**config.mk**
```make
export PLATFORM = sky130hd
export DESIGN_NAME = seq_ctl_unit
export DESIGN_NICKNAME = d
export VERILOG_FILES = /design/src/rtl/seq_ctl_unit.sv
export SDC_FILE = /design/constraint.sdc
export NUM_CORES = 1
export LEC_CHECK = 0
export BUFFER_PORTS_ARGS = -buffer_cell sky130_fd_sc_hd__buf_4
export CAP_MARGIN = 20
export CORE_MARGIN = 2
export CORE_UTILIZATION = 59
export DETAILED_ROUTE_END_ITERATION = 6
export PLACE_DENSITY = 0.88
export SYNTH_ARGS = -nofsm -noshare
export SYNTH_HDL_FRONTEND = slang
export SYNTH_SLANG_ARGS = --single-unit
```
**constraint.sdc**
```tcl
create_clock -name clk -period 9.48 [get_ports clk]
set_input_delay 1.896 -clock clk [delete_from_list [all_inputs] [get_ports clk]]
set_output_delay 1.896 -clock clk [all_outputs]
set_load 0.01 [all_outputs]
```
**src/rtl/seq_ctl_unit.sv**
```systemverilog
module seq_ctl_unit #(
  parameter int CNT_W = 16,
  parameter int PC_W  = 8
) (
  input  logic             clk,
  input  logic             rst_n,
  input  logic             step,
  input  logic [2:0]       op,
  input  logic             csel,
  input  logic             hsel,
  input  logic             lsel,
  input  logic [CNT_W-1:0] imm_a,
  input  logic [CNT_W-1:0] imm_b,
  input  logic [PC_W-1:0]  target,
  input  logic             src_bit,
  input  logic [CNT_W-1:0] out_hi,
  output logic [PC_W-1:0]  pc,
  output logic [CNT_W-1:0] cnt_a,
  output logic [CNT_W-1:0] cnt_b
);
  localparam int LW = CNT_W / 2;
  localparam logic [2:0] OP_ADD = 3'd0, OP_IF = 3'd1, OP_IFN = 3'd2,
                         OP_LDD = 3'd3, OP_LDI = 3'd4, OP_ADI = 3'd5,
                         OP_LOOP = 3'd6;

  logic [CNT_W-1:0] cur, opnd, full, lane_add, lane_ld, nxt;
  logic [LW-1:0]    sum_hi, sum_lo;
  logic             is_add, is_ld, loop_go, wr, jump;

  assign cur    = csel ? cnt_b : cnt_a;
  assign is_add = (op == OP_ADD) || (op == OP_ADI);
  assign is_ld  = (op == OP_LDD) || (op == OP_LDI);

  always_comb begin
    case (op)
      OP_LDI, OP_ADI: opnd = out_hi;
      OP_LOOP:        opnd = imm_b;
      default:        opnd = imm_a;
    endcase
  end

  assign full    = cur + opnd;
  assign sum_hi  = cur[CNT_W-1:LW] + opnd[CNT_W-1:LW];
  assign sum_lo  = cur[LW-1:0] + opnd[LW-1:0];
  assign lane_add = (hsel && lsel) ? full :
                    {hsel ? sum_hi : cur[CNT_W-1:LW], lsel ? sum_lo : cur[LW-1:0]};
  assign lane_ld  = {hsel ? opnd[CNT_W-1:LW] : cur[CNT_W-1:LW],
                     lsel ? opnd[LW-1:0]     : cur[LW-1:0]};

  assign loop_go = (op == OP_LOOP) && (cur < imm_a);
  assign nxt     = loop_go ? full : (is_add ? lane_add : lane_ld);
  assign wr      = step && (is_add || is_ld || loop_go);

  assign jump = ((op == OP_IF) && src_bit) || ((op == OP_IFN) && !src_bit) || loop_go;

  always_ff @(posedge clk or negedge rst_n) begin
    if (!rst_n) begin
      pc    <= '0;
      cnt_a <= '0;
      cnt_b <= '0;
    end else if (step) begin
      pc <= jump ? target : pc + 1'b1;
      if (wr && !csel) cnt_a <= nxt;
      if (wr && csel)  cnt_b <= nxt;
    end
  end
endmodule


```
==> out/qor.txt, run 1 <==
Cell Count, Final, Fillers Out: 661
NetSw: 0.6404 mW
HPWL Detailed: 8733 um
GRT overflow: 0
Synthesized flop and latch total: 40
Maximum buffer depth of the clock tree: 2
Synth Cell Area: 4036 um^2
Setup TNS Final: 0 ps
Fin crit period: 5894 ps
Ys Warns: 0
Clock power frac: 7.8%
Switching share of total power: 46.09%
Setup repair bufs after CTS: 0
Worst-path clk slew: 70 ps
Post-Route Utilization: 72.33%
Synth Instances: 500
Max frequency: 0.1697 GHz
Worst-Skew Late Latency: 290 ps
Pwr Density: 285.9 nW/um^2
Boundary Pins: 106
Mapped Nets: 601
GPL Wtd Cong: 0.8906
Worst Reg-to-Reg Cells: 9
Via count: 4073
Main synth FF type: dfrtp_1
Reg-to-Reg End: cnt_b[9]
Final hold vios: 0
Worst Hold Path Cells: 1
Share of layout cells above drive strength 1: 25.47%
Post-synth EDFFs: 0
Post-cts resize count: 0
Via density: 6.162
Htree depth: 2
Global-route wire length before repair: 18200 um
Sequential power share: 24.0%
Least-Margin Pin Slew: 906.4 ps
Mapped Avg Cell Area: 8.073 um^2
Hold_sp: cnt_a[10]
Clk sinks: 40
Hold buffer count at cts: 0
Total CTS buffers: 5
Reg-to-reg startpoint: cnt_b[13]
Seq/Total Area, Yosys: 24.80%
Fin nets: 682
Initial antenna violation count: 0
Layout area overhead: 20.40%
Clock Skews: 4.541 ps
DR WL/cell: 16.93 um
Status: complete, no violations
Pleak: 2.247 nW
Class of the worst hold path: reg2reg
CP endpoint kind: flip-flop
Cell count after placement: 654
RSZ-0062 raised after global routing: false
Critical Path AT: 6070 ps
Tcrit/Tclk final: 62.18%
Initial Util: 60.07%
Cell Int Power: 0.7490 mW
# diodes: 0
Async SR Flop Fraction: 100.0%
Final WS setup: 3586 ps
DRC Markers: 0
Number of global-route vias before repair: 3915
Data required, critical path: 9660 ps
Comb power frac: 68.2%
Antenna Nets Post-Route: 0
Total wire length: 11190 um
IO Port Bufs: 105
GRT Total Usage: 30.08%
Fillers: 526
Pin count of the biggest net entering global routing: 41
Max-Cap Viols: 0
Root Driver: clkbuf_8
Synth cell types: 56
Rows: 30
Peak VDD IR: 0.1614 mV
Iter 0 DRT Violations: 299
Slew margin rel.: 39.57%
Final Max Slew Viols: 0
Crit Path Max Fanout: 24
DIE AREA: 7519 um^2
CP Launch Type: input pin
CP Class: in2reg
Final Hold Slack: 534.9 ps
CORE AREA: 6719 um^2
Dpl ws: 3370 ps
Die width: 86.71 um
Die Height: 86.71 um
First-pass detailed-route iteration total: 5
Setup slack, reg-to-reg: 5140 ps
CTS tree: yes
WHS Endpoint: cnt_a[10]
Final setup viols: 0
[area by class of cell]
| class | count | area (um^2) | share of cell area [%] |
|---|---|---|---|
| Clock inverter | 1 | 5.005 | 0.1030 |
| Sequential cell | 40 | 1001 | 20.60 |
| Inverter | 27 | 101.3 | 2.085 |
| Multi-Input combinational cell | 401 | 2784 | 57.29 |
| Timing Repair Buffer | 106 | 795.8 | 16.37 |
| Clock buffer | 6 | 72.57 | 1.493 |
| Tap cell | 80 | 100.1 | 2.060 |
[state kept, by name, indices dropped and copies added, names as in the netlist]
name / cells
pc: 8
cnt_a: 16
cnt_b: 16
[placed cells by master, fill, tap and decap left out, types with 5 or more instances in the layout]
master    Yosys  final
o21ai_0      35     35
clkbuf_8      0      5
buf_4         4    106
nand2b_1      5      5
mux2i_1      13     13
nor2_1       67     67
a21oi_1      46     46
a211oi_1      5      5
dfrtp_1      40     40
mux2_2       30     30
nor3b_1       5      5
nor3_1       12     12
xor2_1        9      9
or3_1         5      5
inv_1        27     27
xnor2_1      11     11
a21o_1        8      8
nand3b_1      5      5
nand2_1      31     31
ha_1         33     33
a22oi_1       8      8
nand3_1       9      9
[how the worst max path moves through the flow]
stage	startpoint	end	cells past startpoint
floorplan	csel	cnt_b[10]	13
global placement	csel	cnt_a[12]	10
detailed placement	csel	cnt_b[2]	10
CTS	csel	cnt_b[9]	10
global route	csel	cnt_a[12]	10
finish	csel	cnt_b[9]	10
[through the flow]
step           cell area, um^2  total power, mW
3_5_place_dp              4782            1.266
3_3_place_gp              4782            1.225
6_report                  4860            1.389
4_1_cts                   4860            1.379
5_1_grt                   4860            1.495
2_1_floorplan             4036           0.9505
[power groups by stage]
stage	Clock, mW	Combinational, mW	Sequential (mW)
global placement	0	0.897	0.328
global route	0.114	1.04	0.343
floorplan	0	0.595	0.355
CTS	0.108	0.940	0.331
finish	0.108	0.948	0.334
detailed placement	0	0.933	0.333
[routing by layer]
| metal | global-route usage, % | vias to the layer above | wire, um |
|---|---|---|---|
| li1 | - | 1951 | - |
| met1 | 38.27 | 1928 | 4514 |
| met2 | 53.64 | 160 | 5800 |
| met3 | 2.857 | 34 | 565 |
| met4 | 9.517 | 0 | 314 |
| met5 | 0 | - | 0 |
[kinds of logic after synthesis]
logic type | Yosys count | share of synthesized area, %
AND/OR/NAND/NOR | 155 | 17.95
multiplexers | 43 | 11.59
XOR/XNOR | 20 | 4.340
AO/OA/AOI/OAI | 148 | 23.87
buffers and inverters | 59 | 6.231
adder cells (fa/ha/maj) | 35 | 11.22
flip-flops | 40 | 24.80
[critical path: stages]
cell and delay, ps:
buf_4 250, mux2_2 410, ha_1 320, a211oi_2 240, nor2_1 70, or4b_1 480, a211o_1 370, o31ai_4 750
o211a_1 850, mux2_2 420
[synthesized netlist by cell type, types with 9 or more instances]
master | number | share of area [%]
nor2_1 | 67 | 6.2
a21oi_1 | 46 | 5.7
dfrtp_1 | 40 | 25
o21ai_0 | 35 | 4.3
ha_1 | 33 | 10
nand2_1 | 31 | 2.9
mux2_2 | 30 | 8.4
inv_1 | 27 | 2.5
clkbuf_1 | 18 | 1.7
mux2i_1 | 13 | 3.2
nor3_1 | 12 | 1.5
xnor2_1 | 11 | 2.4
nand3_1 | 9 | 1.1
xor2_1 | 9 | 2.0
Note: power is estimated with default switching activity, not from simulation.
==> run 2: changes to the inputs <==
- CORE_UTILIZATION: 59 -> 49
- PLACE_DENSITY: 0.88 -> 0.78
- clock period: 9.48 -> 5.1 ns (I/O delays scaled with it)
==> run 2 against run 1 <==
Hold slack gained 20 ps. Sequential power grew 87%. Core utilization shrank 11 points. Flip-flop and latch count is the same. Critical endpoint is now cnt_b[2]. Largest power group unchanged. Worst setup slack lost 2800 ps. Via count shrank 1.9%. Count of clock-buffer cells in the layout is the same. Final cell count grew 4.8%. Largest cell class unchanged. Critical path depth grew 1. Clock power grew 140%. Sequential share of layout area shrank 0.44 points. Die area grew 19%.
==> out/qor.txt, run 2 (synthesized netlist as in run 1, its figures left out) <==
Pwr Density: 530.4 nW/um^2 (was 285.9 nW/um^2)
Commonest non-fill, non-tap cell in the layout: buf_4 (unchanged)
RSZ-0062 raised after global routing: false (unchanged)
CP Class: in2reg (unchanged)
Via count: 3995 (was 4073)
Least-Margin Pin Slew: 874.7 ps (was 906.4 ps)
Hold_sp: cnt_b[0] (was cnt_a[10])
IO Port Bufs: 105 (unchanged)
Slowest CP cell: o211a_1 (unchanged)
Hold buffer count at cts: 0 (unchanged)
Critical Path Start: csel (unchanged)
Final Max Slew Viols: 0 (unchanged)
Global-route wire length before repair: 18000 um (was 18200 um)
Die width: 94.76 um (was 86.71 um)
Max-Cap Viols: 0 (unchanged)
Post-cts resize count: 0 (unchanged)
DRC Markers: 0 (unchanged)
Status: complete, no violations (unchanged)
Setup TNS Final: 0 ps (unchanged)
DR WL/cell: 16.12 um (was 16.93 um)
Worst-Skew Late Latency: 290 ps (about the same)
Clk sinks: 40 (unchanged)
Buf/Inv on CP: 2 (was 1)
Final hold vios: 0 (unchanged)
Final Hold Slack: 554.5 ps (was 534.9 ps)
Setup repair bufs after CTS: 0 (unchanged)
Total wire length: 11170 um (was 11190 um)
CP delay by family, top: compound AO/OA/AOI/OAI gates (unchanged)
GRT overflow: 0 (unchanged)
HPWL Detailed: 8894 um (was 8733 um)
Final setup viols: 0 (unchanged)
Total CTS buffers: 5 (unchanged)
Maximum buffer depth of the clock tree: 2 (unchanged)
CORE AREA: 8093 um^2 (was 6719 um^2)
Root Driver: clkbuf_8 (unchanged)
Pleak: 2.292 nW (was 2.247 nW)
Reg-to-reg startpoint: cnt_b[15] (was cnt_b[13])
Fin crit period: 4292 ps
Biggest regs: cnt_a x16, cnt_b x16, pc x8 (unchanged)
Critical Path AT: 4470 ps (was 6070 ps)
Initial antenna violation count: 0 (unchanged)
Boundary Pins: 106 (unchanged)
Max stage delay on crit path: 590 ps (was 850 ps)
GPL Wtd Cong: 0.9203 (was 0.8906)
Slew margin rel.: 41.55% (was 39.57%)
Rows: 33 (was 30)
Initial Util: 49.88% (was 60.07%)
Pin count of the biggest net entering global routing: 41 (unchanged)
CP Launch Type: input pin (unchanged)
Data required, critical path: 5280 ps (was 9660 ps)
Share of layout cells above drive strength 1: 26.36% (was 25.47%)
Crit Path Max Fanout: 14 (was 24)
Number of global-route vias before repair: 3829 (was 3915)
GRT Total Usage: 25.05% (was 30.08%)
Leading cell types in the layout, fill and taps excluded: 112 x buf_4, 67 x nor2_1, 46 x a21oi_1 (was 106 x buf_4, 67 x nor2_1, 46 x a21oi_1)
Die Height: 94.76 um (was 86.71 um)
First-pass detailed-route iteration total: 5 (unchanged)
Tcrit/Tclk final: 84.17%
Antenna Nets Post-Route: 0 (unchanged)
Peak VDD IR: 0.3145 mV (was 0.1614 mV)
Max frequency: 0.2330 GHz
Via density: 5.765 (was 6.162)
CTS tree: yes (unchanged)
Class of the worst hold path: reg2reg (unchanged)
Fin nets: 688 (was 682)
Overall Power: 2.634 mW (was 1.389 mW)
Worst-path clk slew: 80 ps (was 70 ps)
Iter 0 DRT Violations: 173 (was 299)
# diodes: 0 (unchanged)
CP endpoint kind: flip-flop (unchanged)
DIE AREA: 8979 um^2 (was 7519 um^2)
Htree depth: 2 (unchanged)
Layout area overhead: 23.03% (was 20.40%)
Cell Chain, Critical Path: buf_4, mux2i_1, inv_1, ha_1, o21ai_0, nor2_1, or4b_1, a211o_1, o31ai_4, o211a_1, mux2_2 (was buf_4, mux2_2, ha_1, a211oi_2, nor2_1, or4b_1, a211o_1, o31ai_4, o211a_1, mux2_2)
Clock Skews: 6.876 ps (was 4.541 ps)
run 2: cell count changes in the layout (fill, tap and decap cells not counted):
cell	change
buf_4	+6
bufinv_16	+1
run 2: stage by stage:
step | util (%) | cell area [um^2] | instances | setup WS [ps]
5_1_grt | 61.36 | 4966 | 693 | 610.8
6_report | 61.36 | 4966 | 693 | 807.6
4_1_cts | 61.36 | 4966 | 693 | 857.7
3_3_place_gp | 60.03 | 4858 | 685 | 628.9
3_5_place_dp | 60.03 | 4858 | 685 | 552.1
2_1_floorplan | - | 4036 | 500 | 587.7
run 2: final timing paths:
path / cells past startpoint / endpoint / slack (ps)
min in group asynchronous: 1 / cnt_a[13] / 690
max in group asynchronous: 1 / cnt_b[3] / 4060
setup reg to reg: 10 / cnt_b[2] / 1330
hold / removal: 1 / cnt_b[0] / 550
hold reg to reg: 1 / cnt_b[0] / 550
setup / recovery: 11 / cnt_b[2] / 810
run 2: area by class of cell:
cell class	count	area [um^2]
inverters	27	101.3
clock inverters	2	35.03
clock buffers	6	72.57
well taps	105	131.4
multi-input cells	401	2784
flip-flops and latches	40	1001
repair buffers	112	840.8
fillers	742	3127
run 2: metal layers:
| metal | wire (um) | GRT usage [%] | part of all wire [%] |
|---|---|---|---|
| met1 | 4681 | 31.18 | 42 |
| met5 | 0 | 0 | 0 |
| met4 | 245 | 7.126 | 2.2 |
| met3 | 458 | 3.432 | 4.1 |
| met2 | 5783 | 45.04 | 52 |
run 2: power breakdown:
group          total (mW)  leakage (nW)  internal (mW)  switching (mW)
Combinational        1.75          1.79          0.829           0.924
Sequential          0.625         0.444          0.474           0.151
Clock               0.256        0.0552          0.145           0.111
